$ cat src/rtl/tri_lut_pkg.sv
package tri_lut_pkg;

    localparam int TABLE_W = 8;
    localparam int INDEX_W = 3;

    typedef logic [TABLE_W-1:0] table_t;
    typedef logic [INDEX_W-1:0] index_t;

    // Sign summary, most significant field first: neg, pos, zero.
    typedef struct packed {
        logic neg;
        logic pos;
        logic zero;
    } cond_t;

    localparam cond_t COND_NONE = '{neg: 1'b0, pos: 1'b0, zero: 1'b0};

    // Destination is index bit 2, first source bit 1, second source bit 0.
    function automatic index_t make_index(logic dest_bit, logic first_bit, logic second_bit);
        return {dest_bit, first_bit, second_bit};
    endfunction

    function automatic logic table_pick(table_t tbl, index_t idx);
        return tbl[idx];
    endfunction

    function automatic cond_t summarize(logic sign_bit, logic any_set);
        cond_t c;
        c.neg  = sign_bit;
        c.zero = !any_set;
        c.pos  = any_set && !sign_bit;
        return c;
    endfunction

endpackage

$ cat src/rtl/tri_lut_lane.sv
module tri_lut_lane
    import tri_lut_pkg::*;
#(
    parameter int LANE_W = 8
) (
    input  table_t            tbl,
    input  logic [LANE_W-1:0] first_src,
    input  logic [LANE_W-1:0] second_src,
    input  logic [LANE_W-1:0] dest_src,
    output logic [LANE_W-1:0] lane_res,
    output logic              lane_any
);

    for (genvar i = 0; i < LANE_W; i++) begin : g_bit
        index_t idx;
        assign idx         = make_index(dest_src[i], first_src[i], second_src[i]);
        assign lane_res[i] = table_pick(tbl, idx);
    end

    assign lane_any = |lane_res;

endmodule

$ cat src/rtl/tri_lut_flags.sv
module tri_lut_flags
    import tri_lut_pkg::*;
#(
    parameter int LANES = 8
) (
    input  logic [LANES-1:0] lane_any,
    input  logic             sign_bit,
    input  logic             record_en,
    output cond_t            cond
);

    logic any_set;
    assign any_set = |lane_any;

    always_comb begin
        if (record_en) cond = summarize(sign_bit, any_set);
        else           cond = COND_NONE;
    end

endmodule

$ cat src/rtl/tri_lut_unit.sv
module tri_lut_unit
    import tri_lut_pkg::*;
#(
    parameter int DATA_W = 64,
    parameter int LANE_W = 8
) (
    input  logic              clk,
    input  logic              rst,
    input  logic              in_valid,
    input  logic [DATA_W-1:0] in_src_a,
    input  logic [DATA_W-1:0] in_src_b,
    input  logic [DATA_W-1:0] in_dest,
    input  logic [7:0]        in_table,
    input  logic              in_record,
    output logic              out_valid,
    output logic [DATA_W-1:0] out_result,
    output logic [2:0]        out_cond
);

    localparam int LANES = DATA_W / LANE_W;

    logic [DATA_W-1:0] comb_res;
    logic [LANES-1:0]  lane_any;
    cond_t             comb_cond;
    cond_t             cond_q;

    for (genvar g = 0; g < LANES; g++) begin : g_lane
        tri_lut_lane #(.LANE_W(LANE_W)) u_lane (
            .tbl        (in_table),
            .first_src  (in_src_a[g*LANE_W +: LANE_W]),
            .second_src (in_src_b[g*LANE_W +: LANE_W]),
            .dest_src   (in_dest[g*LANE_W +: LANE_W]),
            .lane_res   (comb_res[g*LANE_W +: LANE_W]),
            .lane_any   (lane_any[g])
        );
    end

    tri_lut_flags #(.LANES(LANES)) u_flags (
        .lane_any  (lane_any),
        .sign_bit  (comb_res[DATA_W-1]),
        .record_en (in_record),
        .cond      (comb_cond)
    );

    always_ff @(posedge clk) begin
        if (rst) begin
            out_valid  <= 1'b0;
            out_result <= '0;
            cond_q     <= COND_NONE;
        end else begin
            out_valid <= in_valid;
            if (in_valid) begin
                out_result <= comb_res;
                cond_q     <= comb_cond;
            end
        end
    end

    assign out_cond = cond_q;

    AST_VALID_FOLLOWS: assert property (@(posedge clk) disable iff (rst) in_valid |=> out_valid);
    AST_VALID_IDLE: assert property (@(posedge clk) disable iff (rst) !in_valid |=> !out_valid);
    AST_HOLD_IDLE: assert property (@(posedge clk) disable iff (rst) !in_valid |=> ($stable(out_result) && $stable(out_cond)));
    AST_COND_ONEHOT: assert property (@(posedge clk) disable iff (rst) $onehot0(out_cond));
    AST_ZERO_FLAG: assert property (@(posedge clk) disable iff (rst) (out_cond[0] |-> out_result == '0));
    AST_NEG_FLAG: assert property (@(posedge clk) disable iff (rst) (out_cond[2] |-> out_result[DATA_W-1]));
    AST_RECORD_OFF: assert property (@(posedge clk) disable iff (rst) (in_valid && !in_record) |=> out_cond == 3'b000);
    AST_TABLE_ONES: assert property (@(posedge clk) disable iff (rst) (in_valid && in_table == 8'hFF) |=> (&out_result));
    AST_TABLE_ZERO: assert property (@(posedge clk) disable iff (rst) (in_valid && in_table == 8'h00) |=> out_result == '0);

endmodule

$ cat config.mk
export PLATFORM = sky130hd
export DESIGN_NAME = tri_lut_unit
export DESIGN_NICKNAME = d
export VERILOG_FILES = /design/src/rtl/tri_lut_pkg.sv /design/src/rtl/tri_lut_lane.sv /design/src/rtl/tri_lut_flags.sv /design/src/rtl/tri_lut_unit.sv
export SDC_FILE = /design/constraint.sdc
export NUM_CORES = 1
export LEC_CHECK = 0
export BUFFER_PORTS_ARGS = -buffer_cell sky130_fd_sc_hd__clkbuf_2
export CAP_MARGIN = 20
export CORE_ASPECT_RATIO = 1.1
export CORE_UTILIZATION = 40
export CTS_CLUSTER_DIAMETER = 60
export DETAILED_ROUTE_END_ITERATION = 16
export PLACE_DENSITY = 0.69
export SLEW_MARGIN = 10
export SYNTH_ARGS = -nofsm -noshare
export SYNTH_HDL_FRONTEND = slang
export SYNTH_SLANG_ARGS = --single-unit
$ cat constraint.sdc
create_clock -name clk -period 2.95 [get_ports clk]
set_input_delay 0.59 -clock clk [delete_from_list [all_inputs] [get_ports clk]]
set_output_delay 0.59 -clock clk [all_outputs]
set_load 0.05 [all_outputs]
; Word level (Yosys, flattened, before mapping)
; Cells that the tools add are included.
[word_totals]
reg_bits = 68
input_bits = 204
output_inout_bits = 68
word_cells = 202
[classes]
magnitude_cmp = 64
mux = 129
reduce_logical = 4
[op_table]
columns = op, count
row1 = $lt 3x4->1 const B, 64
row2 = $bmux 1 s3, 64
row3 = $mux 1, 64
row4 = $reduce_or 64->1, 1
row5 = $mux 3, 1
row6 = $logic_not 1->1, 2
row7 = $logic_and 1x1->1, 1

; Longest topological paths before layout
[logic_depth]
depth_word = 5
depth_mapped = 8
mapped_depth_nobuf = 6

; By module
; Synthesis repeated with hierarchy kept, for this count alone.
[hier_totals]
hier_cells = 441
hier_area_um2 = 6510.0
[by_module_without_submodules]
columns = mod, n_inst, cells_each, area_each_um2
row1 = tri_lut_lane, 8, 27, 505.5
row2 = tri_lut_unit, 1, 219, 2417.3
row3 = tri_lut_flags, 1, 6, 48.8

; Worst setup path before layout
; No wires, ideal clock.
[synth_timing]
path_type = input port to flip-flop
startpoint = in in_table[0]
endpoint = reg cond_q (netlist bit out_cond[1])
setup_ps = 132
arrival_ps = 2120
required_time_ps = 2818
setup_slack_ps = 698
cell_stages = 8
path_buffers = 2
cell_sequence = buf_2 > clkbuf_1 > mux4_2 > mux2i_1 > nand4_1 > nor4_1 > and4_1 > o32ai_1
[synth_between]
elab_chain_cells = 5
word_cells_on_any_way = 132
[synth_rtl]
columns = item, line
row1 = start: declaration, tri_lut_unit.sv:13  ; input logic [7:0] in_table,
row2 = $bmux 1 s3, tri_lut_pkg.sv:24  ; return tbl[idx];
row3 = $mux 1 (not written as such), tri_lut_pkg.sv:24
row4 = $reduce_or 64->1 or $logic_not 1->1 (tied branches), "tri_lut_flags.sv:13, tri_lut_pkg.sv:31"
row5 = $logic_and 1x1->1 *, tri_lut_pkg.sv:31  ; c.pos = any_set && !sign_bit;
row6 = $mux 3 *, tri_lut_flags.sv:16  ; if (record_en) cond = summarize(sign_bit, any_set);
row7 = end signal: assignment, tri_lut_unit.sv:54  ; cond_q <= comb_cond;
row8 = end: declaration, tri_lut_unit.sv:25  ; cond_t cond_q;
; Mark *: on every way between the ends. The rest lies on a longest branch, timed or not. The select of a mux whose other input is x is not followed.
; A chain may end at the register's enable or synchronous reset.

; Worst setup path in the final report
[layout_timing]
startpoint = in in_table[6]
endpoint = reg cond_q (netlist bit out_cond[1])
; The elaborated chain is that of the path after synthesis.

==> flow_summary.yaml <==
status:
  status: "finished, final reports clean"
sta:
  worst_pin_slew_ns: 0.754
  fin_skew_ns: 0
  fmax_ghz: 0.388
  setup_tns_ns: 0
  hold_viol_final: 0
  setup_violations: 0
  final.min_clock_period_ns: 2.58
  drv_slew: 0
  finalCritPeriodShare_pct: 87.5
  hold_ws_ns: 0.485
  slew_headroom_pct: 49.7
  rsz0062_at_grt: "false"
yosys:
  ys_types: 20
  netlist_instances: 498
  yosys_warnings: 0
  syn_area_sq_um: 6200
  synth_top_family_by_area: "multiplexers"
  synthAdderAreaFrac_pct: 0
  synthSimpleGateAreaFrac_pct: 6.40
  synth_area_per_cell_sq_um: 12.4
  yosys-mux-area-fraction_pct: 57.6
  ys_ff_latch: 68
  yosys.area.top_type: "mux4_2"
  syn-num-nets: 702
  synth-xor-area-share_pct: 0
  ys_top_cells_by_area: "mux4_2, dfxtp_1, mux2i_1"
  synth_top_area_share_pct: 43.2
  ys_seq_area_share_pct: 22.0
  synth_compound_area_share_pct: 8.16
clock_network:
  insertion_delay_ns: 0.34
  cts_resized: 0
  clock-sinks: 68
  ctsHoldBuffers: 0
  cts.htree.levels: 3
  path_clk_slew_ns: 0.06
  cts-root-buf: "clkbuf_16"
  clockBufferDepth: 2
  cts_setup_buffers: 0
  cts_tree: "yes"
  cts_inserted_buffers: 9
grt:
  grt_pass1_wl_um: 33100
  grt_pass1_vias: 5888
  antenna_found_initial: 1
  grt_start_max_net_pins: 65
  grt.total_usage_pct: 27.7
  grt.overflow.total: 0
power:
  p_switching_uw: 1240
  ir_drop_v: 0.000236
  combPwrFrac_pct: 39.3
  seqPwrFrac_pct: 30.2
  power_density_nw_per_um2: 430
  pwr-share-clk_pct: 30.5
  switching_share_pct: 35.7
  internal-power_uw: 2230
  p_leak_uw: 0.00347
floorplanning:
  top_level_ports: 272
  die_w_um: 121
  core-area_sq_um: 15100
  fp.dieH_um: 133
  start_util_pct: 41.0
  row_count: 47
  dieArea_sq_um: 16000
route:
  via_per_inst: 6.28
  drt_iter0_drc: 670
  routedWlPerCell_um: 23.8
  ant_nets: 0
  drtPass1Iterations: 5
  wl_um: 22100
  drc: 0
  vias: 5826
placement:
  place_hpwl_um: 16500
  gp_congestion: 0.828
  detailed_place.area_sq_um: 7750
  port_buffers: 271
worst_setup_path:
  critPathArrivalTime_ns: 2.78
  cp_max_fo: 31
  reg2reg_from: "out_result[40]"
  endpoint_kind: "flop"
  cp.required_ns: 3.15
  critPathKind: "input port to flop"
  startpoint_type: "input port"
  cp-startpoint: "in_table[6]"
final_layout:
  utilization_pct: 53.2
  areaGrowthSynthToFinish_pct: 29.8
  final_common_cell: "clkbuf_2"
  mostFrequentLayoutCells: "clkbuf_2, mux4_2, nor2_1, dfxtp_1, a211oi_1"
  design_area_sq_um: 8040
  nets: 930
  drive_gt1_share_pct: 58.8
flow_run:
  maxCapViolCount: 0
min_path:
  worstHoldStart: "out_result[6]"
  hold_class: "flop to flop"
## critical path: stages
cell and delay (ns):
clkbuf_2 0.12, buf_4 0.24, mux4_2 0.48, mux2i_1 0.39, nand4_1 0.20, nor4_1 0.39, and4_1 0.27, o32ai_1 0.09
## cell usage after synthesis
library cell and count:
mux2i_4 1, clkbuf_1 50, and4_1 1, o32ai_1 1, mux4_2 119, mux4_1 9, nor2_1 68, buf_2 20
nand4_1 16, mux2i_1 63, nor4_1 4, buf_4 2, inv_1 3, clkbuf_2 1, a21oi_1 1, dfxtp_1 68
nand2_1 2, a32o_2 1, a211oi_1 64, buf_6 4
## power by group through the flow
| stage | clock (uW) | sequential, uW | combinational [uW] |
|---|---|---|---|
| 2_1_floorplan | 0 | 1320 | 608 |
| 3_3_place_gp | 0 | 1060 | 1320 |
| 3_5_place_dp | 0 | 1060 | 1350 |
| 4_1_cts | 1070 | 1040 | 1350 |
| 5_1_grt | 1110 | 1050 | 1430 |
| 6_report | 1060 | 1050 | 1360 |
## area by class of cell
cell class,instances,area [sq um]
Multi-Input combinational cell,350,4470
Tap cell,196,245
Inverter,3,11.3
Antenna cell,1,2.50
Clock inverter,6,65.1
Timing Repair Buffer,294,1660
Clock buffer,10,229
Fill cell,1301,7070
Sequential cell,68,1360
## path summary, 6_finish.rpt
path,slack (ns),endpoint,depth (start not counted)
hold reg to reg,0.49,out_result[6],2
setup reg to reg,2.19,out_result[40],2
setup / recovery,0.37,out_cond[1],8
hold / removal,0.49,out_result[6],2
## cell families (layout without fill, tap and decap cells)
| group | after synthesis | in the layout |
|---|---|---|
| compound gates | 67 | 67 |
| buf+inv | 80 | 313 |
| flops | 68 | 68 |
| mux | 192 | 192 |
| other cells | 0 | 1 |
| simple gates | 91 | 91 |
## metal layers
metal | vias to the layer above | part of all wire [%] | GRT usage, %
li1 | 2533 | - | -
met1 | 2844 | 40 | 37.6
met2 | 389 | 47 | 42.6
met3 | 60 | 8.9 | 5.17
met4 | 0 | 4.1 | 13.4
met5 | - | 0 | 0
## metrics by stage
stage          worst slack, ns  power, uW  cells
2_1_floorplan            0.698       1920    498
3_3_place_gp            0.0726       2380    911
3_5_place_dp            0.0694       2410    911
6_report                 0.370       3460    928
5_1_grt                  0.220       3590    928
4_1_cts                  0.423       3470    927
## state kept, by name (all words and copies together), names as in the netlist
register    count
out_valid       1
out_cond        3
out_result     64
No activity file was read; power rests on OpenSTA's default activity.
